<file path="src/rtl/birq_pkg.sv">
package birq_pkg;
  localparam int NUM_GRP = 4;
  localparam int GRP_W   = 8;
  localparam int SEL_W   = $clog2(GRP_W);

  localparam int GRP_A   = 0;
  localparam int GRP_B   = 1;
  localparam int GRP_DMA = 2;
  localparam int GRP_FIQ = 3;

  // Rank tables: field [2:0] holds the highest-ranked bit
  localparam logic [GRP_W*SEL_W-1:0] RANK_B   = {3'd4, 3'd1, 3'd0, 3'd6, 3'd7, 3'd5, 3'd3, 3'd2};
  localparam logic [GRP_W*SEL_W-1:0] RANK_DMA = {3'd4, 3'd7, 3'd6, 3'd5, 3'd3, 3'd2, 3'd1, 3'd0};
  localparam logic [GRP_W*SEL_W-1:0] RANK_A   = {3'd4, 3'd1, 3'd0, 3'd2, 3'd6, 3'd3, 3'd5, 3'd7};

  localparam logic [7:0] NUM_BASE_A   = 8'd0;
  localparam logic [7:0] NUM_BASE_B   = 8'd8;
  localparam logic [7:0] NUM_BASE_DMA = 8'd16;

  // Bits implemented in each group
  function automatic logic [GRP_W-1:0] grp_used(input int g);
    return (g == GRP_DMA) ? 8'h3F : 8'hFF;
  endfunction

  // Only group A keeps sticky status
  function automatic bit grp_sticky(input int g);
    return g == GRP_A;
  endfunction

  // Ranked pick: returns bit index of the winner; walks lowest rank first
  function automatic logic [SEL_W-1:0] rank_pick(input logic [GRP_W-1:0] req,
                                                 input logic [GRP_W*SEL_W-1:0] order);
    logic [SEL_W-1:0] sel;
    sel = '0;
    for (int i = GRP_W - 1; i >= 0; i--) begin
      if (req[order[i*SEL_W +: SEL_W]]) sel = order[i*SEL_W +: SEL_W];
    end
    return sel;
  endfunction

  // Sticky status update: live input wins over a clear in the same cycle
  function automatic logic [GRP_W-1:0] sticky_next(input logic [GRP_W-1:0] cur,
                                                   input logic [GRP_W-1:0] clr,
                                                   input logic [GRP_W-1:0] src);
    return (cur & ~clr) | src;
  endfunction
endpackage

</file>
<file path="src/rtl/birq_group.sv">
module birq_group
  import birq_pkg::*;
#(
  parameter bit              STICKY = 1'b0,
  parameter logic [GRP_W-1:0] USED  = '1
) (
  input  logic             clk,
  input  logic             rst_n,
  input  logic [GRP_W-1:0] src_i,
  input  logic             mask_we,
  input  logic             clr_we,
  input  logic [GRP_W-1:0] wdata,
  output logic [GRP_W-1:0] status_o,
  output logic [GRP_W-1:0] mask_o,
  output logic [GRP_W-1:0] req_o
);
  logic [GRP_W-1:0] mask_q;
  logic [GRP_W-1:0] src_used;

  assign src_used = src_i & USED;

  always_ff @(posedge clk) begin
    if (!rst_n)       mask_q <= '0;
    else if (mask_we) mask_q <= wdata & USED;
  end

  generate
    if (STICKY) begin : g_sticky
      logic [GRP_W-1:0] stat_q;
      logic [GRP_W-1:0] clr_bits;
      assign clr_bits = clr_we ? wdata : '0;
      always_ff @(posedge clk) begin
        if (!rst_n) stat_q <= '0;
        else        stat_q <= sticky_next(stat_q, clr_bits, src_used);
      end
      assign status_o = stat_q;
    end else begin : g_level
      logic unused_clr;
      assign unused_clr = clr_we;
      assign status_o = src_used;
    end
  endgenerate

  assign mask_o = mask_q;
  assign req_o  = status_o & mask_q;
endmodule

</file>
<file path="src/rtl/birq_resolver.sv">
module birq_resolver
  import birq_pkg::*;
(
  input  logic [GRP_W-1:0] req_a,
  input  logic [GRP_W-1:0] req_b,
  input  logic [GRP_W-1:0] req_d,
  output logic [7:0]       vec_o
);
  logic [SEL_W-1:0] win_a, win_b, win_d;

  assign win_a = rank_pick(req_a, RANK_A);
  assign win_b = rank_pick(req_b, RANK_B);
  assign win_d = rank_pick(req_d, RANK_DMA);

  always_comb begin
    if (|req_b)      vec_o = NUM_BASE_B   + 8'(win_b);
    else if (|req_d) vec_o = NUM_BASE_DMA + 8'(win_d);
    else if (|req_a) vec_o = NUM_BASE_A   + 8'(win_a);
    else             vec_o = 8'd0;
  end
endmodule

</file>
<file path="src/rtl/birq_ctrl.sv">
module birq_ctrl
  import birq_pkg::*;
#(
  parameter int ADDR_W = 8
) (
  input  logic              clk,
  input  logic              rst_n,
  input  logic [ADDR_W-1:0] bus_addr,
  input  logic [7:0]        bus_wdata,
  input  logic              bus_we,
  output logic [7:0]        bus_rdata,
  input  logic [7:0]        src_a_i,
  input  logic [7:0]        src_b_i,
  input  logic [5:0]        src_dma_i,
  input  logic [7:0]        src_fiq_i,
  output logic              irq_o,
  output logic              fiq_o
);
  localparam int OFF_W = 4;
  localparam int SEL_HI = ADDR_W - OFF_W;
  localparam logic [OFF_W-1:0] OFF_STAT = 4'h0;
  localparam logic [OFF_W-1:0] OFF_REQ  = 4'h4;
  localparam logic [OFF_W-1:0] OFF_MASK = 4'h8;
  localparam logic [ADDR_W-1:0] VEC_ADDR = '0;

  logic [SEL_HI-1:0] grp_field;
  logic [OFF_W-1:0]  off_field;
  assign grp_field = bus_addr[ADDR_W-1:OFF_W];
  assign off_field = bus_addr[OFF_W-1:0];

  logic [GRP_W-1:0] src_all  [NUM_GRP];
  logic [GRP_W-1:0] stat_all [NUM_GRP];
  logic [GRP_W-1:0] mask_all [NUM_GRP];
  logic [GRP_W-1:0] req_all  [NUM_GRP];
  logic [NUM_GRP-1:0] hit, mask_stb, clr_stb;

  assign src_all[GRP_A]   = src_a_i;
  assign src_all[GRP_B]   = src_b_i;
  assign src_all[GRP_DMA] = {2'b00, src_dma_i};
  assign src_all[GRP_FIQ] = src_fiq_i;

  generate
    for (genvar g = 0; g < NUM_GRP; g++) begin : g_grp
      assign hit[g]      = (grp_field == SEL_HI'(g + 1));
      assign mask_stb[g] = bus_we && hit[g] && (off_field == OFF_MASK);
      assign clr_stb[g]  = bus_we && hit[g] && (off_field == OFF_REQ);
      birq_group #(
        .STICKY (grp_sticky(g)),
        .USED   (grp_used(g))
      ) u_grp (
        .clk      (clk),
        .rst_n    (rst_n),
        .src_i    (src_all[g]),
        .mask_we  (mask_stb[g]),
        .clr_we   (clr_stb[g]),
        .wdata    (bus_wdata),
        .status_o (stat_all[g]),
        .mask_o   (mask_all[g]),
        .req_o    (req_all[g])
      );
    end
  endgenerate

  // Named internal events for the checker
  logic             clr_stb_a;
  logic [GRP_W-1:0] stat_a, req_a, req_b, req_d, req_f;
  logic [GRP_W-1:0] mask_a, mask_b, mask_d, mask_f;
  logic [7:0]       vec_now;

  assign clr_stb_a = clr_stb[GRP_A];
  assign stat_a    = stat_all[GRP_A];
  assign req_a     = req_all[GRP_A];
  assign req_b     = req_all[GRP_B];
  assign req_d     = req_all[GRP_DMA];
  assign req_f     = req_all[GRP_FIQ];
  assign mask_a    = mask_all[GRP_A];
  assign mask_b    = mask_all[GRP_B];
  assign mask_d    = mask_all[GRP_DMA];
  assign mask_f    = mask_all[GRP_FIQ];

  birq_resolver u_res (
    .req_a (req_a),
    .req_b (req_b),
    .req_d (req_d),
    .vec_o (vec_now)
  );

  assign irq_o = |{req_a, req_b, req_d};
  assign fiq_o = |req_f;

  logic [7:0] rd_mux;
  always_comb begin
    rd_mux = 8'h00;
    if (bus_addr == VEC_ADDR) rd_mux = vec_now;
    for (int g = 0; g < NUM_GRP; g++) begin
      if (hit[g]) begin
        case (off_field)
          OFF_STAT: rd_mux = stat_all[g];
          OFF_REQ:  rd_mux = req_all[g];
          OFF_MASK: rd_mux = mask_all[g];
          default:  rd_mux = 8'h00;
        endcase
      end
    end
  end

  always_ff @(posedge clk) begin
    if (!rst_n) bus_rdata <= 8'h00;
    else        bus_rdata <= rd_mux;
  end
endmodule

</file>
<file path="config.mk">
export PLATFORM = sky130hd
export DESIGN_NAME = birq_ctrl
export DESIGN_NICKNAME = d
export VERILOG_FILES = /design/src/rtl/birq_pkg.sv /design/src/rtl/birq_group.sv /design/src/rtl/birq_resolver.sv /design/src/rtl/birq_ctrl.sv
export SDC_FILE = /design/constraint.sdc
export NUM_CORES = 1
export LEC_CHECK = 0
export BUFFER_PORTS_ARGS = -buffer_cell sky130_fd_sc_hd__buf_2
export CAP_MARGIN = 5
export CELL_PAD_IN_SITES_DETAIL_PLACEMENT = 0
export CELL_PAD_IN_SITES_GLOBAL_PLACEMENT = 2
export CORE_MARGIN = 10
export CORE_UTILIZATION = 29
export DETAILED_ROUTE_END_ITERATION = 6
export GPL_ROUTABILITY_DRIVEN = 0
export PLACE_DENSITY = 0.84
export SLEW_MARGIN = 0
export SYNTH_ARGS = -nofsm -noshare
export SYNTH_HDL_FRONTEND = slang
export SYNTH_SLANG_ARGS = --single-unit
</file>
<file path="constraint.sdc">
create_clock -name clk -period 2 [get_ports clk]
set_clock_uncertainty 0.2 [all_clocks]
set_input_delay 0.4 -clock clk [delete_from_list [all_inputs] [get_ports clk]]
set_output_delay 0.4 -clock clk [all_outputs]
set_load 0.01 [all_outputs]
</file>
==> metrics.md, run 1 <==
| Metric | Value |
|---|---|
| Relative slew margins | 0.730 |
| Setup Fix Bufs, Post-CTS | 0 |
| R2R cell count | 6 |
| Peak supply drop | 330 uV |
| Worst skew pair latency | 320 ps |
| Register area share after synthesis | 0.307 |
| Syn Nets | 429 |
| Failing checks | negative setup slack |
| Post-route minimum period | 2340 ps |
| ANT nets after route | 0 |
| Non-Filler Instances | 650 |
| Tightest Pin Transition | 405 ps |
| # rows | 37 |
| PwrDens | 500 nW/um2 |
| Residual DRC | 0 |
| Endpoint type of the worst setup path | output pin |
| Synth Area in Compound Gates | 0.334 |
| Post-CTS Hold Buffers | 0 |
| Slew Viols, Final | 0 |
| Routed len/inst | 17.7 um |
| CTS Buf Count | 5 |
| Ports | 59 |
| Util after Layout | 0.410 |
| Initial antenna violation count | 0 |
| Overflow after GRT | 0 |
| Final net count | 562 |
| Post-Syn Instances | 380 |
| Syn avg cell area | 7.90 um2 |
| Routed WL | 11.5 mm |
| Fillers | 1,073 |
| Port bufs | 58 |
| Share of layout cells above drive strength 1 | 0.333 |
| Placed cell count | 642 |
| CP Launch Type | flip-flop |
| Antenna cell count | 0 |
| Starting Density | 0.295 |
| Sum Neg Setup Slack | -342 ps |
| Synth-to-layout area growth | 39.0% |
| Post-DP HPWL | 9.31 mm |
| Via density | 5.24 |
| Area after DPL | 4040 um2 |
| Main synth FF type | dfxtp_1 |
| Adder-cell share of the synthesized area | 0 |
| Final setup fails | 1 |
| Die area | 14,800 um2 |
| Maximum clock path buffer count | 2 |
| Fin crit share | 1.17 |
| 1st-iter DRT viols | 282 |
| Largest family of logic cells by synthesized area | compound AO/OA/AOI/OAI gates |
| Worst hold endpoint | g_grp[0].u_grp.status_o[6]$_SDFF_PN0_ |
| Die H | 122 um |
| Crit Path Category | reg -> out |
| RSZ-0062 raised after global routing | yes |
| Crit Path Max Fanout | 2 |
| CTS clk-pin slew, worst paths | 100 ps |
| Final instance area | 4180 um2 |
| Worst reg2reg startpoint | g_grp[1].u_grp.mask_o[2]$_SDFFE_PN0P_ |
| Clock sink count | 46 |
| Status | finished with violations |
| Global-route wire length before repair | 18.5 mm |
| Max-cap violations | 0 |
| Post-synth EDFFs | 0 |
| Largest net degree at the start of global routing | 37 |
| Mux contribution to synthesized area | 0.0500 |
| Die Wd | 122 um |
| Final Worst Setup Slack | -342 ps |
| H-tree depth | 2 |
| CP arrival | 1740 ps |
| Leak | 1.78 nW |
| Worst Path Required | 1400 ps |
| Final hold violation count | 0 |
| CTS tree | yes |
| Initial DRT Pass Iterations | 5 |
| Worst hold path cell count | 2 |
| Number of global-route vias before repair | 3,492 |
| CTS root buf | clkbuf_8 |
| Hold_sp | src_a_i[6] |
| DR vias | 3,405 |
| Ys Warns | 0 |
| Simple-gate share of the synthesized area | 0.254 |
| Reg2Reg Setup Slack | 150 ps |
| Worst hold margin | 87.7 ps |
| XOR/XNOR Fraction of Synth Area | 0 |
| Mapped Area | 3000 um2 |
| Synth cell types | 60 |
| Core Region | 10,200 um2 |
| R2r endpoint | bus_rdata[0]$_SDFF_PN0_ |
| Gr usage total | 0.156 |
| Async S/R FF share, synth | 0 |
| Peak Freq | 427 MHz |
| #FFs+latches synth | 46 |
| Hold Path Class | in -> reg |
## cells in the mapped netlist, types with 2 or more instances
master | count | area (um2)
nand4_1 | 3 | 18.8
o21a_1 | 8 | 60.1
or3_1 | 2 | 12.5
buf_6 | 3 | 33.8
dfxtp_1 | 46 | 921
buf_4 | 2 | 15.0
inv_1 | 12 | 45.0
a221o_1 | 2 | 20.0
a21boi_0 | 22 | 165
a211oi_1 | 8 | 60.1
a222oi_1 | 2 | 20.0
nor2_1 | 5 | 18.8
a32oi_1 | 2 | 17.5
clkbuf_2 | 2 | 10.0
clkbuf_1 | 9 | 33.8
a22oi_1 | 18 | 135
and2_1 | 2 | 12.5
a31oi_1 | 3 | 18.8
nor3_1 | 3 | 15.0
nand4b_1 | 2 | 17.5
mux2i_1 | 15 | 150
nor2b_1 | 34 | 213
nand3_1 | 22 | 110
nor3b_1 | 2 | 15.0
nand2b_1 | 3 | 18.8
o22ai_1 | 3 | 18.8
buf_2 | 6 | 30.0
o21ai_0 | 34 | 170
a22o_1 | 7 | 61.3
a21oi_1 | 23 | 115
nand2_1 | 46 | 173
## logic make-up after synthesis
| kind of cell | after synthesis |
|---|---|
| compound gates | 147 |
| simple gates | 138 |
| flops | 46 |
| buf+inv | 34 |
| mux | 15 |
## per-stage QoR
step | worst slack (ps) | total power, mW
5_1_grt | -442 | 2.17
3_3_place_gp | -208 | 1.33
6_report | -342 | 2.09
2_1_floorplan | 36.3 | 1.11
3_5_place_dp | -220 | 1.33
4_1_cts | -339 | 2.09
## per-layer routing
| layer | track usage | vias up | wire length (um) |
|---|---|---|---|
| li1 | - | 1672 | - |
| met1 | 0.209 | 1611 | 5320 |
| met2 | 0.243 | 107 | 5260 |
| met3 | 0.0319 | 15 | 655 |
| met4 | 0.0537 | 0 | 255 |
| met5 | 0 | - | 0 |
## power by group
part	total [mW]	leakage [nW]	switching [mW]	internal [mW]
sequential	0.938	0.374	0.00958	0.928
clock	0.771	0.0591	0.389	0.383
combinational	0.377	1.35	0.199	0.178
## registers in the layout, summed over array words and instances, names as in the netlist
| name | count |
|---|---|
| g_grp.u_grp.mask_o | 30 |
| bus_rdata | 8 |
| g_grp.u_grp.status_o | 8 |
## how the worst max path moves through the flow
stage / start / endpoint / depth (start not counted)
floorplan: src_b_i[5] / irq_o / 3
global placement: src_b_i[2] / irq_o / 5
detailed placement: src_b_i[2] / irq_o / 5
CTS: g_grp[0].u_grp.status_o[2]$_SDFF_PN0_ / irq_o / 4
global route: g_grp[0].u_grp.mask_o[2]$_SDFFE_PN0P_ / irq_o / 4
finish: g_grp[0].u_grp.status_o[3]$_SDFF_PN0_ / irq_o / 5
## final cells by class
class,instances,area [um2],area share
Clock inverter,3,47.5,0.0114
Sequential cell,46,922,0.221
Multi-Input combinational cell,300,1920,0.461
Clock buffer,5,68.8,0.0165
Inverter,12,45.0,0.0108
Tap cell,136,170,0.0408
Timing Repair Buffer,148,997,0.239
## repair_timing
item / 4_1_cts / 5_1_grt
resized for setup: 3 / 1
endpoints found under the hold margin: 0 / 0
endpoints found under the setup margin: 1 / 1
pin swaps: 1 / 0
## critical path, cell delays in order (launching register included)
cell and delay (ps):
dfxtp_1 330, and2_1 170, a211oi_2 270, nand4_1 140
or3_4 380, buf_6 130
## cells in the final DEF, fill, tap and decap left out, types with 18 or more instances in the layout
| master | netlist | final |
|---|---|---|
| a21boi_0 | 22 | 22 |
| a21oi_1 | 23 | 23 |
| a22oi_1 | 18 | 18 |
| buf_2 | 6 | 57 |
| buf_4 | 2 | 88 |
| dfxtp_1 | 46 | 45 |
| nand2_1 | 46 | 46 |
| nand3_1 | 22 | 22 |
| nor2b_1 | 34 | 34 |
| o21ai_0 | 34 | 34 |
No activity file was read; power rests on OpenSTA's default activity.
==> run 2, diff against run 1 <==
--- a/config.mk
+++ b/config.mk
@@ -5,15 +5,15 @@
 export SDC_FILE = /design/constraint.sdc
 export NUM_CORES = 1
 export LEC_CHECK = 0
-export BUFFER_PORTS_ARGS = -buffer_cell sky130_fd_sc_hd__buf_2
 export CAP_MARGIN = 5
 export CELL_PAD_IN_SITES_DETAIL_PLACEMENT = 0
 export CELL_PAD_IN_SITES_GLOBAL_PLACEMENT = 2
 export CORE_MARGIN = 10
-export CORE_UTILIZATION = 29
+export CORE_UTILIZATION = 33
 export DETAILED_ROUTE_END_ITERATION = 6
+export DONT_BUFFER_PORTS = 1
 export GPL_ROUTABILITY_DRIVEN = 0
-export PLACE_DENSITY = 0.84
+export PLACE_DENSITY = 0.82
 export SLEW_MARGIN = 0
 export SYNTH_ARGS = -nofsm -noshare
 export SYNTH_HDL_FRONTEND = slang
==> metrics.md, run 2 (synthesis results as in run 1) <==
| Metric | Value |
|---|---|
| Placed cell count | 497 |
| Slew Viols, Final | 0 |
| Hold Path Class | in -> reg |
| Routed WL | 11.2 mm |
| Initial DRT Pass Iterations | 5 |
| Die H | 115 um |
| Largest net degree at the start of global routing | 40 |
| 1st-iter DRT viols | 289 |
| Comb pwr share | 0.115 |
| Leak | 1.27 nW |
| Post-DP HPWL | 8.60 mm |
| Crit Path Max Fanout | 2 |
| Worst skew pair latency | 310 ps |
| Tot Pwr | 1.74 mW |
| Die Wd | 115 um |
| GR Layer Usage met3 | 0.0443 |
| Final Worst Setup Slack | -304 ps |
| CTS tree | yes |
| Buffers & Inverters on Critical Path | 0 |
| Area after DPL | 3280 um2 |
| Ports | 59 |
| CTS clk-pin slew, worst paths | 90 ps |
| Crit Path Category | reg -> out |
| Clock Power Share | 0.344 |
| Number of global-route vias before repair | 2,995 |
| Via density | 5.92 |
| NetSw | 460 uW |
| R2R cell count | 6 |
| Pint | 1.28 mW |
| Non-Filler Instances | 513 |
| Critical-path top delay cell | a222oi_1 |
| Overflow after GRT | 0 |
| Grt met2 use | 0.267 |
| Worst path cell trace | a222oi_1 -> nand4_1 -> or3_4 |
| Final net count | 453 |
| Residual DRC | 0 |
| Max reg flops | 30 |
| Final instance area | 3460 um2 |
| Worst Path Required | 1400 ps |
| DR vias | 3,038 |
| Starting Density | 0.341 |
| Share of layout cells above drive strength 1 | 0.138 |
| Most frequent cells in the layout | nand2_1, dfxtp_1, nor2b_1 |
| Failing checks | negative setup slack |
| Routed len/inst | 21.9 um |
| GR Util met1 | 0.228 |
| Worst slack at placement | -25.3 ps |
| Initial antenna violation count | 0 |
| Fin crit share | 1.15 |
| # rows | 34 |
| CP arrival | 1700 ps |
| Synth-to-layout area growth | 15.3% |
| Final setup fails | 1 |
| Power share of the sequential group | 0.541 |
| Post-route minimum period | 2300 ps |
| CTS root buf | clkbuf_8 |
| Maximum clock path buffer count | 2 |
| Peak Freq | 434 MHz |
| Antenna cell count | 0 |
| GRT busiest layer | met2 |
| Max-cap violations | 0 |
| Clock sink count | 46 |
| Peak supply drop | 240 uV |
| Status | finished with violations |
| Relative slew margins | 0.687 |
| Gr usage total | 0.170 |
| PwrDens | 503 nW/um2 |
| Die area | 13,300 um2 |
| Slowest Stage Delay on Critical Path | 480 ps |
| ANT nets after route | 0 |
| H-tree depth | 2 |
| RSZ-0062 raised after global routing | yes |
| Most common cell after layout, fill and taps aside | nand2_1 |
| Core Region | 8810 um2 |
| Port bufs | 0 |
| Switching Fraction | 0.265 |
| Final hold violation count | 0 |
| CP delay by family, top | simple AND/OR/NAND/NOR gates |
| Global-route wire length before repair | 17.5 mm |
| CTS Buf Count | 5 |
| Worst hold path cell count | 1 |
| CP Launch Type | flip-flop |
| Levels on crit path | 3 |
| Endpoint type of the worst setup path | output pin |
| Tightest Pin Transition | 470 ps |
-- run 2: changes by cell type in the layout (fill, tap and decap cells not counted), sizes merged --
| cell | delta |
|---|---|
| buf | -116 |
| clkbuf | +1 |
| bufinv | -1 |
| inv | -2 |
| dlygate4sd3 | +7 |
| clkinv | +2 |
-- run 2: final timing paths --
path | startpoint | slack, ps | endpoint
hold reg to reg | g_grp[0].u_grp.mask_o[5]$_SDFFE_PN0P_ | 280 | g_grp[0].u_grp.mask_o[5]$_SDFFE_PN0P_
setup / recovery | g_grp[0].u_grp.status_o[2]$_SDFF_PN0_ | -300 | irq_o
setup reg to reg | g_grp[0].u_grp.status_o[2]$_SDFF_PN0_ | 100 | bus_rdata[2]$_SDFF_PN0_
hold / removal | src_a_i[3] | 8 | g_grp[0].u_grp.status_o[3]$_SDFF_PN0_
-- run 2: cell type report --
| type | count | area (um2) |
|---|---|---|
| Clock inverter | 2 | 13.8 |
| Fill cell | 933 | 5340 |
| Timing Repair Buffer | 39 | 335 |
| Sequential cell | 46 | 922 |
| Inverter | 12 | 45.0 |
| Multi-Input combinational cell | 300 | 1940 |
| Tap cell | 108 | 135 |
| Clock buffer | 6 | 72.6 |
-- run 2: metal layers --
| layer | part of all wire | wire length, um |
|---|---|---|
| met4 | 0.011 | 120 |
| met3 | 0.077 | 866 |
| met5 | 0 | 0 |
| met1 | 0.46 | 5200 |
| met2 | 0.45 | 5050 |
-- run 2: repair_timing --
item,CTS,global route
hold endpoints to repair,5,1
setup buffers,1,1
endpoints found under the setup margin,1,2
gates resized for setup,2,3
hold buffers,6,1
pin swaps,2,4
-- run 2: worst register-to-register path: stages, from the launching register on --
cell,delay [ps]
dfxtp_2,330
a222oi_1,480
buf_4,200
a32oi_2,90
o21ai_1,190
a31oi_1,130
o22ai_1,210
-- run 2: power by group through the flow --
| stage | Combinational (mW) | Sequential [mW] | Clock (mW) |
|---|---|---|---|
| floorplan | 0.153 | 0.960 | 0 |
| global placement | 0.184 | 0.961 | 0 |
| detailed placement | 0.184 | 0.962 | 0 |
| CTS | 0.197 | 0.941 | 0.615 |
| global route | 0.221 | 0.943 | 0.644 |
| finish | 0.200 | 0.942 | 0.598 |
-- run 2: metrics by stage --
stage	util	TNS, ps	hold slack, ps
2_1_floorplan	-	0	252
3_3_place_gp	0.372	-13.7	261
3_5_place_dp	0.372	-25.3	271
4_1_cts	0.391	-274	0.368
5_1_grt	0.393	-365	0.948
6_report	0.393	-304	7.96
